### src/rtl/lcell_pkg.sv
package lcell_pkg;

   localparam int unsigned NGATES = 4;

   typedef enum logic [2:0] {
      MODE_AND_OR = 3'd0,
      MODE_OR_XOR = 3'd1,
      MODE_AND4   = 3'd2,
      MODE_SR     = 3'd3,
      MODE_DFF    = 3'd4,
      MODE_JK     = 3'd5,
      MODE_RSV6   = 3'd6,
      MODE_RSV7   = 3'd7
   } lc_mode_e;

   function automatic logic mode_is_seq(lc_mode_e m);
      return (m == MODE_SR) || (m == MODE_DFF) || (m == MODE_JK);
   endfunction

endpackage

### src/rtl/lcell_srcmux.sv
module lcell_srcmux #(
   parameter int unsigned SRC_W = 32,
   parameter int unsigned NCAND = 8,
   localparam int unsigned SELW = $clog2(SRC_W)
) (
   input  logic [SRC_W-1:0]      src_bus,
   input  logic [NCAND*SELW-1:0] sel,
   output logic [NCAND-1:0]      cand
);

   for (genvar c = 0; c < NCAND; c++) begin : g_cand
      logic [SELW-1:0] idx;
      assign idx     = sel[c*SELW +: SELW];
      assign cand[c] = src_bus[idx];
   end

endmodule

### src/rtl/lcell_gate.sv
module lcell_gate #(
   parameter int unsigned NCAND = 8
) (
   input  logic             clk,
   input  logic             rst_n,
   input  logic [NCAND-1:0] cand,
   input  logic [NCAND-1:0] en_true,
   input  logic [NCAND-1:0] en_inv,
   input  logic             pol,
   output logic             gate_out
);

   logic [NCAND-1:0] term;

   for (genvar i = 0; i < NCAND; i++) begin : g_term
      assign term[i] = (cand[i] & en_true[i]) | (~cand[i] & en_inv[i]);
   end

   logic any_term;
   assign any_term = |term;
   assign gate_out = any_term ^ pol;

   // no terms -> only the polarity bit shows
   a_r3_empty_gate: assert property (@(posedge clk) disable iff (!rst_n)
      ((en_true == '0) && (en_inv == '0)) |-> (gate_out == pol));

   // both forms of every candidate -> OR is always true
   a_r2_both_forms: assert property (@(posedge clk) disable iff (!rst_n)
      ((en_true == '1) && (en_inv == '1)) |-> (gate_out == !pol));

endmodule

### src/rtl/lcell_func.sv
module lcell_func
   import lcell_pkg::*;
(
   input  logic              clk,
   input  logic              rst_n,
   input  logic [NGATES-1:0] g,
   input  logic [2:0]        mode,
   output logic              raw
);

   lc_mode_e mode_e;
   assign mode_e = lc_mode_e'(mode);

   // stateless functions
   logic comb_val;
   always_comb begin
      case (mode_e)
         MODE_AND_OR: comb_val = (g[0] & g[1]) | (g[2] & g[3]);
         MODE_OR_XOR: comb_val = (g[0] | g[1]) ^ (g[2] | g[3]);
         MODE_AND4:   comb_val = &g;
         default:     comb_val = 1'b0;
      endcase
   end

   // stateful functions, g1 rising treated as clock event
   logic q, q_nx, g1_prev, armed;
   logic clk_ev;
   assign clk_ev = armed & g[0] & ~g1_prev;

   always_comb begin
      q_nx = q;
      case (mode_e)
         MODE_SR: begin
            if (g[2] | g[3])      q_nx = 1'b0;
            else if (g[0] | g[1]) q_nx = 1'b1;
         end
         MODE_DFF: begin
            if (g[2])        q_nx = 1'b0;
            else if (g[3])   q_nx = 1'b1;
            else if (clk_ev) q_nx = g[1];
         end
         MODE_JK: begin
            if (g[2]) q_nx = 1'b0;
            else if (clk_ev) begin
               case ({g[1], g[3]})
                  2'b10:   q_nx = 1'b1;
                  2'b01:   q_nx = 1'b0;
                  2'b11:   q_nx = ~q;
                  default: q_nx = q;
               endcase
            end
         end
         default: q_nx = q;
      endcase
   end

   always_ff @(posedge clk or negedge rst_n) begin
      if (!rst_n) begin
         q       <= 1'b0;
         g1_prev <= 1'b0;
         armed   <= 1'b0;
      end else begin
         q       <= q_nx;
         g1_prev <= g[0];
         armed   <= 1'b1;
      end
   end

   assign raw = mode_is_seq(mode_e) ? q : comb_val;

   // D store holds without a g1 rising or a set/clear
   a_r6_dff_hold: assert property (@(posedge clk) disable iff (!rst_n)
      ((mode_e == MODE_DFF) && !g[2] && !g[3] && !(g[0] && !g1_prev)) |=> $stable(q));

   // clear input of the JK/D stores wins
   a_r7_clear_wins: assert property (@(posedge clk) disable iff (!rst_n)
      (((mode_e == MODE_DFF) || (mode_e == MODE_JK)) && g[2]) |=> (q == 1'b0));

   // set/reset store, reset side dominates
   a_r5_sr_reset_wins: assert property (@(posedge clk) disable iff (!rst_n)
      ((mode_e == MODE_SR) && (g[2] || g[3])) |=> (q == 1'b0));

   // set/reset store holds when idle
   a_r5_sr_hold: assert property (@(posedge clk) disable iff (!rst_n)
      ((mode_e == MODE_SR) && (g == '0)) |=> $stable(q));

endmodule

### src/rtl/lcell_edge.sv
module lcell_edge #(
   parameter bit RISING = 1'b1
) (
   input  logic clk,
   input  logic rst_n,
   input  logic sig,
   input  logic en,
   input  logic clr,
   output logic pulse,
   output logic flag
);

   logic sig_prev, armed, seen, hit;

   if (RISING) begin : g_rise
      assign seen = sig & ~sig_prev;
   end else begin : g_fall
      assign seen = ~sig & sig_prev;
   end

   assign hit = armed & en & seen;

   always_ff @(posedge clk or negedge rst_n) begin
      if (!rst_n) begin
         sig_prev <= 1'b0;
         armed    <= 1'b0;
         pulse    <= 1'b0;
         flag     <= 1'b0;
      end else begin
         sig_prev <= sig;
         armed    <= 1'b1;
         pulse    <= hit;
         flag     <= hit | (flag & ~clr);
      end
   end

   // an event lasts one cycle
   a_r9_single_pulse: assert property (@(posedge clk) disable iff (!rst_n)
      pulse |=> !pulse);

   // disabled direction gives no event
   a_r9_disabled_quiet: assert property (@(posedge clk) disable iff (!rst_n)
      !en |=> !pulse);

   // every event leaves the flag set
   a_r10_pulse_flag: assert property (@(posedge clk) disable iff (!rst_n)
      pulse |-> flag);

   // flag holds until cleared
   a_r10_flag_hold: assert property (@(posedge clk) disable iff (!rst_n)
      (flag && !clr) |=> flag);

   // clear without a possible event empties the flag
   a_r10_flag_clear: assert property (@(posedge clk) disable iff (!rst_n)
      (clr && !en) |=> !flag);

endmodule

### src/rtl/lcell_top.sv
module lcell_top
   import lcell_pkg::*;
#(
   parameter int unsigned SRC_W = 32,
   parameter int unsigned NCAND = 8,
   localparam int unsigned SELW = $clog2(SRC_W),
   localparam int unsigned SEL_TOT = NGATES*NCAND*SELW,
   localparam int unsigned EN_TOT = NGATES*NCAND
) (
   input  logic               clk,
   input  logic               rst_n,
   input  logic [SRC_W-1:0]   src_bus,
   input  logic [SEL_TOT-1:0] cfg_sel,
   input  logic [EN_TOT-1:0]  cfg_en_true,
   input  logic [EN_TOT-1:0]  cfg_en_inv,
   input  logic [NGATES-1:0]  cfg_gate_pol,
   input  logic [2:0]         cfg_mode,
   input  logic               cfg_out_pol,
   input  logic               cfg_pin_oe,
   input  logic               cfg_rise_en,
   input  logic               cfg_fall_en,
   input  logic               clr_rise,
   input  logic               clr_fall,
   output logic               cell_out,
   output logic               pin_out,
   output logic               rise_pulse,
   output logic               fall_pulse,
   output logic               rise_flag,
   output logic               fall_flag
);

   if (SRC_W < 2 || (1 << SELW) != SRC_W) begin : g_bad_src
      $error("lcell_top: SRC_W must be a power of two of at least 2");
   end
   if (NCAND < 1) begin : g_bad_cand
      $error("lcell_top: NCAND must be at least 1");
   end

   logic [NGATES-1:0] gate_v;

   for (genvar k = 0; k < NGATES; k++) begin : g_gate
      logic [NCAND-1:0] cand;

      lcell_srcmux #(.SRC_W(SRC_W), .NCAND(NCAND)) u_mux (
         .src_bus (src_bus),
         .sel     (cfg_sel[k*NCAND*SELW +: NCAND*SELW]),
         .cand    (cand)
      );

      lcell_gate #(.NCAND(NCAND)) u_gate (
         .clk      (clk),
         .rst_n    (rst_n),
         .cand     (cand),
         .en_true  (cfg_en_true[k*NCAND +: NCAND]),
         .en_inv   (cfg_en_inv[k*NCAND +: NCAND]),
         .pol      (cfg_gate_pol[k]),
         .gate_out (gate_v[k])
      );
   end

   logic func_raw;

   lcell_func u_func (
      .clk   (clk),
      .rst_n (rst_n),
      .g     (gate_v),
      .mode  (cfg_mode),
      .raw   (func_raw)
   );

   assign cell_out = func_raw ^ cfg_out_pol;
   assign pin_out  = cfg_pin_oe & cell_out;

   lcell_edge #(.RISING(1'b1)) u_rise (
      .clk   (clk),
      .rst_n (rst_n),
      .sig   (cell_out),
      .en    (cfg_rise_en),
      .clr   (clr_rise),
      .pulse (rise_pulse),
      .flag  (rise_flag)
   );

   lcell_edge #(.RISING(1'b0)) u_fall (
      .clk   (clk),
      .rst_n (rst_n),
      .sig   (cell_out),
      .en    (cfg_fall_en),
      .clr   (clr_fall),
      .pulse (fall_pulse),
      .flag  (fall_flag)
   );

   // the two event sources never fire together
   a_r8_events_exclusive: assert property (@(posedge clk) disable iff (!rst_n)
      !(rise_pulse && fall_pulse));

endmodule

### config.mk
export PLATFORM = sky130hd
export DESIGN_NAME = lcell_top
export DESIGN_NICKNAME = d
export VERILOG_FILES = /design/src/rtl/lcell_pkg.sv /design/src/rtl/lcell_srcmux.sv /design/src/rtl/lcell_gate.sv /design/src/rtl/lcell_func.sv /design/src/rtl/lcell_edge.sv /design/src/rtl/lcell_top.sv
export SDC_FILE = /design/constraint.sdc
export NUM_CORES = 1
export LEC_CHECK = 0
export BUFFER_PORTS_ARGS = -buffer_cell sky130_fd_sc_hd__buf_2
export CORE_MARGIN = 4
export CORE_UTILIZATION = 40
export CTS_BUF_LIST = sky130_fd_sc_hd__clkbuf_2 sky130_fd_sc_hd__clkbuf_4 sky130_fd_sc_hd__clkbuf_8
export CTS_CLUSTER_DIAMETER = 40
export CTS_CLUSTER_SIZE = 40
export DETAILED_ROUTE_END_ITERATION = 8
export GPL_ROUTABILITY_DRIVEN = 0
export SLEW_MARGIN = 20
export SYNTH_ARGS = -nofsm -noshare
export SYNTH_HDL_FRONTEND = slang
export SYNTH_SLANG_ARGS = --single-unit
export TNS_END_PERCENT = 30
### constraint.sdc
create_clock -name clk -period 11.1 [get_ports clk]
set_clock_uncertainty 0.2 [all_clocks]
set_input_delay 2.22 -clock clk [delete_from_list [all_inputs] [get_ports clk]]
set_output_delay 2.22 -clock clk [all_outputs]
set_load 0.05 [all_outputs]
==> impl_results.html <==
<table>
<tr><th>Metric</th><th>Value</th></tr>
<tr><th colspan="2">Run status</th></tr>
<tr><td>Outcome</td><td>finished, final reports clean</td></tr>
<tr><th colspan="2">Power and ir drop</th></tr>
<tr><td>Combinational share of power</td><td>88.3%</td></tr>
<tr><td>Net switching fraction of the power</td><td>51.17%</td></tr>
<tr><td>Flop pwr share</td><td>slightly below 6%</td></tr>
<tr><td>Total net switching power</td><td>0.0002955 W</td></tr>
<tr><td>Clock group share of total power</td><td>5.9%</td></tr>
<tr><td>Leakage power total</td><td>between 4 and 5 nW</td></tr>
<tr><td>Internal</td><td>0.0002820 W</td></tr>
<tr><td>Worst-case vdd ir drop</td><td>0.05741 mV</td></tr>
<tr><td>Power Density</td><td>49.08 nW/um2</td></tr>
<tr><th colspan="2">CTS</th></tr>
<tr><td>Clock root buffer</td><td>clkbuf_8</td></tr>
<tr><td>Worst-case clock buffer depth</td><td>2</td></tr>
<tr><td>Number of buffers created by CTS</td><td>3</td></tr>
<tr><td>CTS tree</td><td>done</td></tr>
<tr><td>Sinks on the clock net</td><td>8</td></tr>
<tr><td>Clock network latency to the later pin of the worst-skew pair</td><td>roughly 0.23 ns</td></tr>
<tr><td>Buffers inserted during post-CTS setup optimization</td><td>0</td></tr>
<tr><td>Cts-stage hold buffer count</td><td>0</td></tr>
<tr><td>Cells resized by post-CTS repair</td><td>0</td></tr>
<tr><td>H-tree depth</td><td>1</td></tr>
<tr><td>Clock transition time at the flip-flop clock pins of the worst setup and hold paths</td><td>0.04 ns</td></tr>
<tr><th colspan="2">Critical path</th></tr>
<tr><td>WP data required</td><td>8.68 ns</td></tr>
<tr><td>Classification of the worst setup path</td><td>input port to primary output</td></tr>
<tr><td>Cell type with the highest occurrence count on the critical path</td><td>buf_2</td></tr>
<tr><td>Worst path top cell family by delay</td><td>simple AND/OR/NAND/NOR gates</td></tr>
<tr><td>Worst EP arrival</td><td>about 6.3 ns</td></tr>
<tr><td>Worst Setup End Kind</td><td>primary output</td></tr>
<tr><td>Number of cells on the worst reg-to-reg path</td><td>4</td></tr>
<tr><td>Slowest stage delay, CP</td><td>0.56 ns</td></tr>
<tr><td>Worst reg2reg endpoint</td><td>u_fall.pulse</td></tr>
<tr><td>Register-to-register setup slack</td><td>9.43 ns</td></tr>
<tr><td>Crit Path Max Fanout</td><td>32</td></tr>
<tr><td>Reg-to-reg startpoint</td><td>u_func.q</td></tr>
<tr><td>Buf/Inv on CP</td><td>2</td></tr>
<tr><td>Slowest cell on the critical path</td><td>mux4_2</td></tr>
<tr><td>CP Launch Type</td><td>input port</td></tr>
<tr><td>Cells along the critical path</td><td>buf_2 &gt; mux4_2 &gt; nor2_1 &gt; nor3_1 &gt; nor4_1 &gt; mux2i_1 &gt; nand4_1 &gt; nor4_4 &gt; xnor2_2 &gt; o211ai_2 &gt; a21boi_1 &gt; o31a_1 &gt; nor3b_1 &gt; buf_2</td></tr>
<tr><th colspan="2">STA</th></tr>
<tr><td>Setup TNS after final layout</td><td>0 ns</td></tr>
<tr><td>Unrepaired setup endpoints after global routing</td><td>false</td></tr>
<tr><td>Count of final hold-check violations</td><td>0</td></tr>
<tr><td>Shortest period the worst path allows</td><td>between 8 and 9 ns</td></tr>
<tr><td>Final-report max-slew violation count</td><td>0</td></tr>
<tr><td>Relative slew slack</td><td>36.07%</td></tr>
<tr><td>Slew of the pin with the lowest slew margin</td><td>0.9589 ns</td></tr>
<tr><td>Final Worst Setup Slack</td><td>roughly 2.4 ns</td></tr>
<tr><td>Timing-limited maximum frequency</td><td>114.7 MHz</td></tr>
<tr><td>Period utilization</td><td>78.55%</td></tr>
<tr><td>Setup Viol. Count Final</td><td>0</td></tr>
<tr><th colspan="2">Route</th></tr>
<tr><td>Via density per instance</td><td>6.824</td></tr>
<tr><td>Number of DRC violations after detailed-routing iteration 0</td><td>1172</td></tr>
<tr><td>Remaining number of nets flagged by the antenna check after routing</td><td>0</td></tr>
<tr><td>Wire per inst</td><td>~25 um</td></tr>
<tr><td># DRC</td><td>0</td></tr>
<tr><td>Overall routed net length</td><td>43.37 mm</td></tr>
<tr><td>Vias after detailed routing</td><td>11.68k</td></tr>
<tr><td>Number of detailed-route iterations in the first pass</td><td>6</td></tr>
<tr><th colspan="2">Synthesis</th></tr>
<tr><td>Synthesized instance count</td><td>1239</td></tr>
<tr><td>Sequential area share after synthesis</td><td>around 1.9%</td></tr>
<tr><td>Cell area after technology mapping</td><td>roughly 11000 um2</td></tr>
<tr><td>Synth warnings</td><td>0</td></tr>
<tr><td>Share of the synthesized area in the top cell type</td><td>21.19%</td></tr>
<tr><td>Synthesized netlist net count</td><td>1510</td></tr>
<tr><td>Netlist cell types</td><td>63</td></tr>
<tr><td>Share of flip-flops with an asynchronous set or reset</td><td>100.0%</td></tr>
<tr><td>Mean post-synth cell area</td><td>between 8 and 9 um2</td></tr>
<tr><td>Leading register cell type out of synthesis</td><td>dfrtp_1</td></tr>
<tr><td>Register bit count reported by yosys</td><td>8</td></tr>
<tr><td>Top cells by area, synth</td><td>mux4_2, mux2i_1, mux2_2</td></tr>
<tr><td>Library cell with the largest summed area after synthesis</td><td>mux4_2</td></tr>
<tr><td>Number of synthesized flops with an enable pin</td><td>0</td></tr>
<tr><th colspan="2">Min path</th></tr>
<tr><td>Hold-critical path depth</td><td>2</td></tr>
<tr><td>Worst Min Path Start</td><td>u_rise.flag</td></tr>
<tr><td>Worst min-delay path category</td><td>flop to flop</td></tr>
<tr><td>Hold Path Sink</td><td>u_rise.flag</td></tr>
<tr><th colspan="2">Layout</th></tr>
<tr><td>Growth of design area from synthesis to finish</td><td>10.70%</td></tr>
<tr><td>Fill cell instance count of the final layout</td><td>~2.6k</td></tr>
<tr><td>Final design area excluding fillers</td><td>11770 um2</td></tr>
<tr><td>Area occupied by registers</td><td>200.2 um2</td></tr>
<tr><td>Leading cell types in the layout, fill and taps excluded</td><td>buf_2, mux2i_1, mux2_2, mux4_2, nand2_1</td></tr>
<tr><td>Most common library cell in the layout ignoring fill and taps</td><td>buf_2</td></tr>
<tr><td>Final net count</td><td>1644</td></tr>
<tr><td>Final core utilization</td><td>between 40% and 50%</td></tr>
<tr><td>Proportion of layout cells with a drive suffix above 1</td><td>37.05%</td></tr>
<tr><td>Area taken by multi-input logic gates</td><td>approximately 9600 um2</td></tr>
<tr><th colspan="2">Floorplanning</th></tr>
<tr><td>Vertical die dimension</td><td>171 um</td></tr>
<tr><td>I/O pins</td><td>277</td></tr>
<tr><td>Number of placement rows</td><td>59</td></tr>
<tr><td>Die width</td><td>171 um</td></tr>
<tr><td>Core Region</td><td>26130 um2</td></tr>
<tr><td>Initial core utilization</td><td>40.67%</td></tr>
<tr><td>Die area</td><td>~29000 um2</td></tr>
<tr><th colspan="2">Job</th></tr>
<tr><td>Count of maximum capacitance violations</td><td>0</td></tr>
<tr><th colspan="2">Global route</th></tr>
<tr><td>Vias in the first global route</td><td>11.18k</td></tr>
<tr><td>Wire length of the first global-routing pass</td><td>64.52 mm</td></tr>
<tr><td>Gr ovfl total</td><td>0</td></tr>
<tr><td>Maximum number of pins on one net before global-route repair</td><td>33</td></tr>
<tr><td>Initial antenna violation count</td><td>9</td></tr>
<tr><td>Total global-route track usage</td><td>27.89%</td></tr>
<tr><th colspan="2">Placed design</th></tr>
<tr><td>Placed Instance Area</td><td>11710 um2</td></tr>
<tr><td>Pre-CTS setup slack</td><td>~2.4 ns</td></tr>
<tr><td>Number of port buffers</td><td>276</td></tr>
<tr><td>HPWL after detailed placement</td><td>28.31 mm</td></tr>
</table>
flip-flops by register name, indices dropped and copies added (netlist names):
name	cells
u_func.q	1
u_fall.armed	1
u_rise.pulse	1
u_fall.flag	1
u_fall.sig_prev	1
u_rise.flag	1
u_fall.pulse	1
u_func.g1_prev	1
power groups by stage:
stage / combinational (W) / sequential (W) / clock [W]
2_1_floorplan: 0.000341 / 0.0000383 / 0
5_1_grt: 0.000545 / 0.0000340 / 0.0000358
6_report: 0.000510 / 0.0000336 / 0.0000341
3_3_place_gp: 0.000497 / 0.0000340 / 0
4_1_cts: 0.000500 / 0.0000336 / 0.0000347
3_5_place_dp: 0.000499 / 0.0000339 / 0
metal layers:
metal | global-route usage (%) | wire length, um | part of all wire (%) | vias to the layer above
met4 | 8.026 | 1387 | 3.2 | 10
li1 | - | - | - | 5190
met2 | 44.07 | 19260 | 44 | 771
met1 | 37.86 | 17370 | 40 | 5596
met5 | 0 | 76 | 0.18 | -
met3 | 7.070 | 5273 | 12 | 116
kinds of logic after synthesis:
logic type             synth area share [%]
flip-flops                            1.884
AND/OR/NAND/NOR                       20.52
multiplexers                          54.30
buffers and inverters                 7.546
AO/OA/AOI/OAI                         15.41
XOR/XNOR                             0.3061
other                               0.03529
stage by stage:
stage	hold WS, ns	cells	total power [W]
2_1_floorplan	0.2864	1239	0.0003794
3_3_place_gp	0.2975	1703	0.0005308
3_5_place_dp	0.2988	1703	0.0005325
4_1_cts	0.3110	1706	0.0005681
5_1_grt	0.3267	1709	0.0006146
6_report	0.3043	1712	0.0005774
final cells by class:
| cell class | instances | share of cell area (%) |
|---|---|---|
| Antenna cell | 6 | 0.1276 |
| Clock buffer | 3 | 0.3510 |
| Sequential cell | 8 | 1.702 |
| Tap cell | 335 | 3.563 |
| Inverter | 22 | 0.7019 |
| Timing Repair Buffer | 276 | 11.74 |
| Multi-Input combinational cell | 1062 | 81.81 |
worst max-delay path by stage:
stage	slack, ns	cells after the start	startpoint	endpoint
after floorplan	2.71	13	cfg_sel[5]	pin_out
after global placement	2.42	14	src_bus[25]	pin_out
after detailed placement	2.44	14	src_bus[25]	pin_out
after CTS	2.40	14	src_bus[25]	pin_out
after global routing	2.19	14	src_bus[25]	cell_out
final	2.38	14	src_bus[25]	pin_out
Yosys cell counts (3+ instances only):
master     number
mux2i_1       221
mux2_2        116
mux4_2        100
nand2_1        82
nor2_1         77
buf_2          73
o22ai_1        55
clkbuf_1       50
nand2b_1       41
nor2b_1        41
a22oi_1        40
nand3_1        27
nor4b_1        27
nor4_1         26
inv_1          22
a221oi_1       21
nand4_1        20
nor3_1         18
o211ai_1       16
a21oi_1        15
buf_4          14
o2111ai_1      12
o21ai_0        12
a211oi_1       10
nand4b_1       10
and2_1          8
dfrtp_1         8
a22o_1          7
a311oi_1        6
and3_1          6
buf_1           6
a2111oi_0       4
o21ai_1         4
buf_6           3
nor4_2          3
tightest hold or removal path: stages, from the launching register on:
cell     delay (ns)
dfrtp_1        0.33
inv_1          0.05
o32ai_2        0.08
Note: power is estimated with default switching activity, not from simulation.
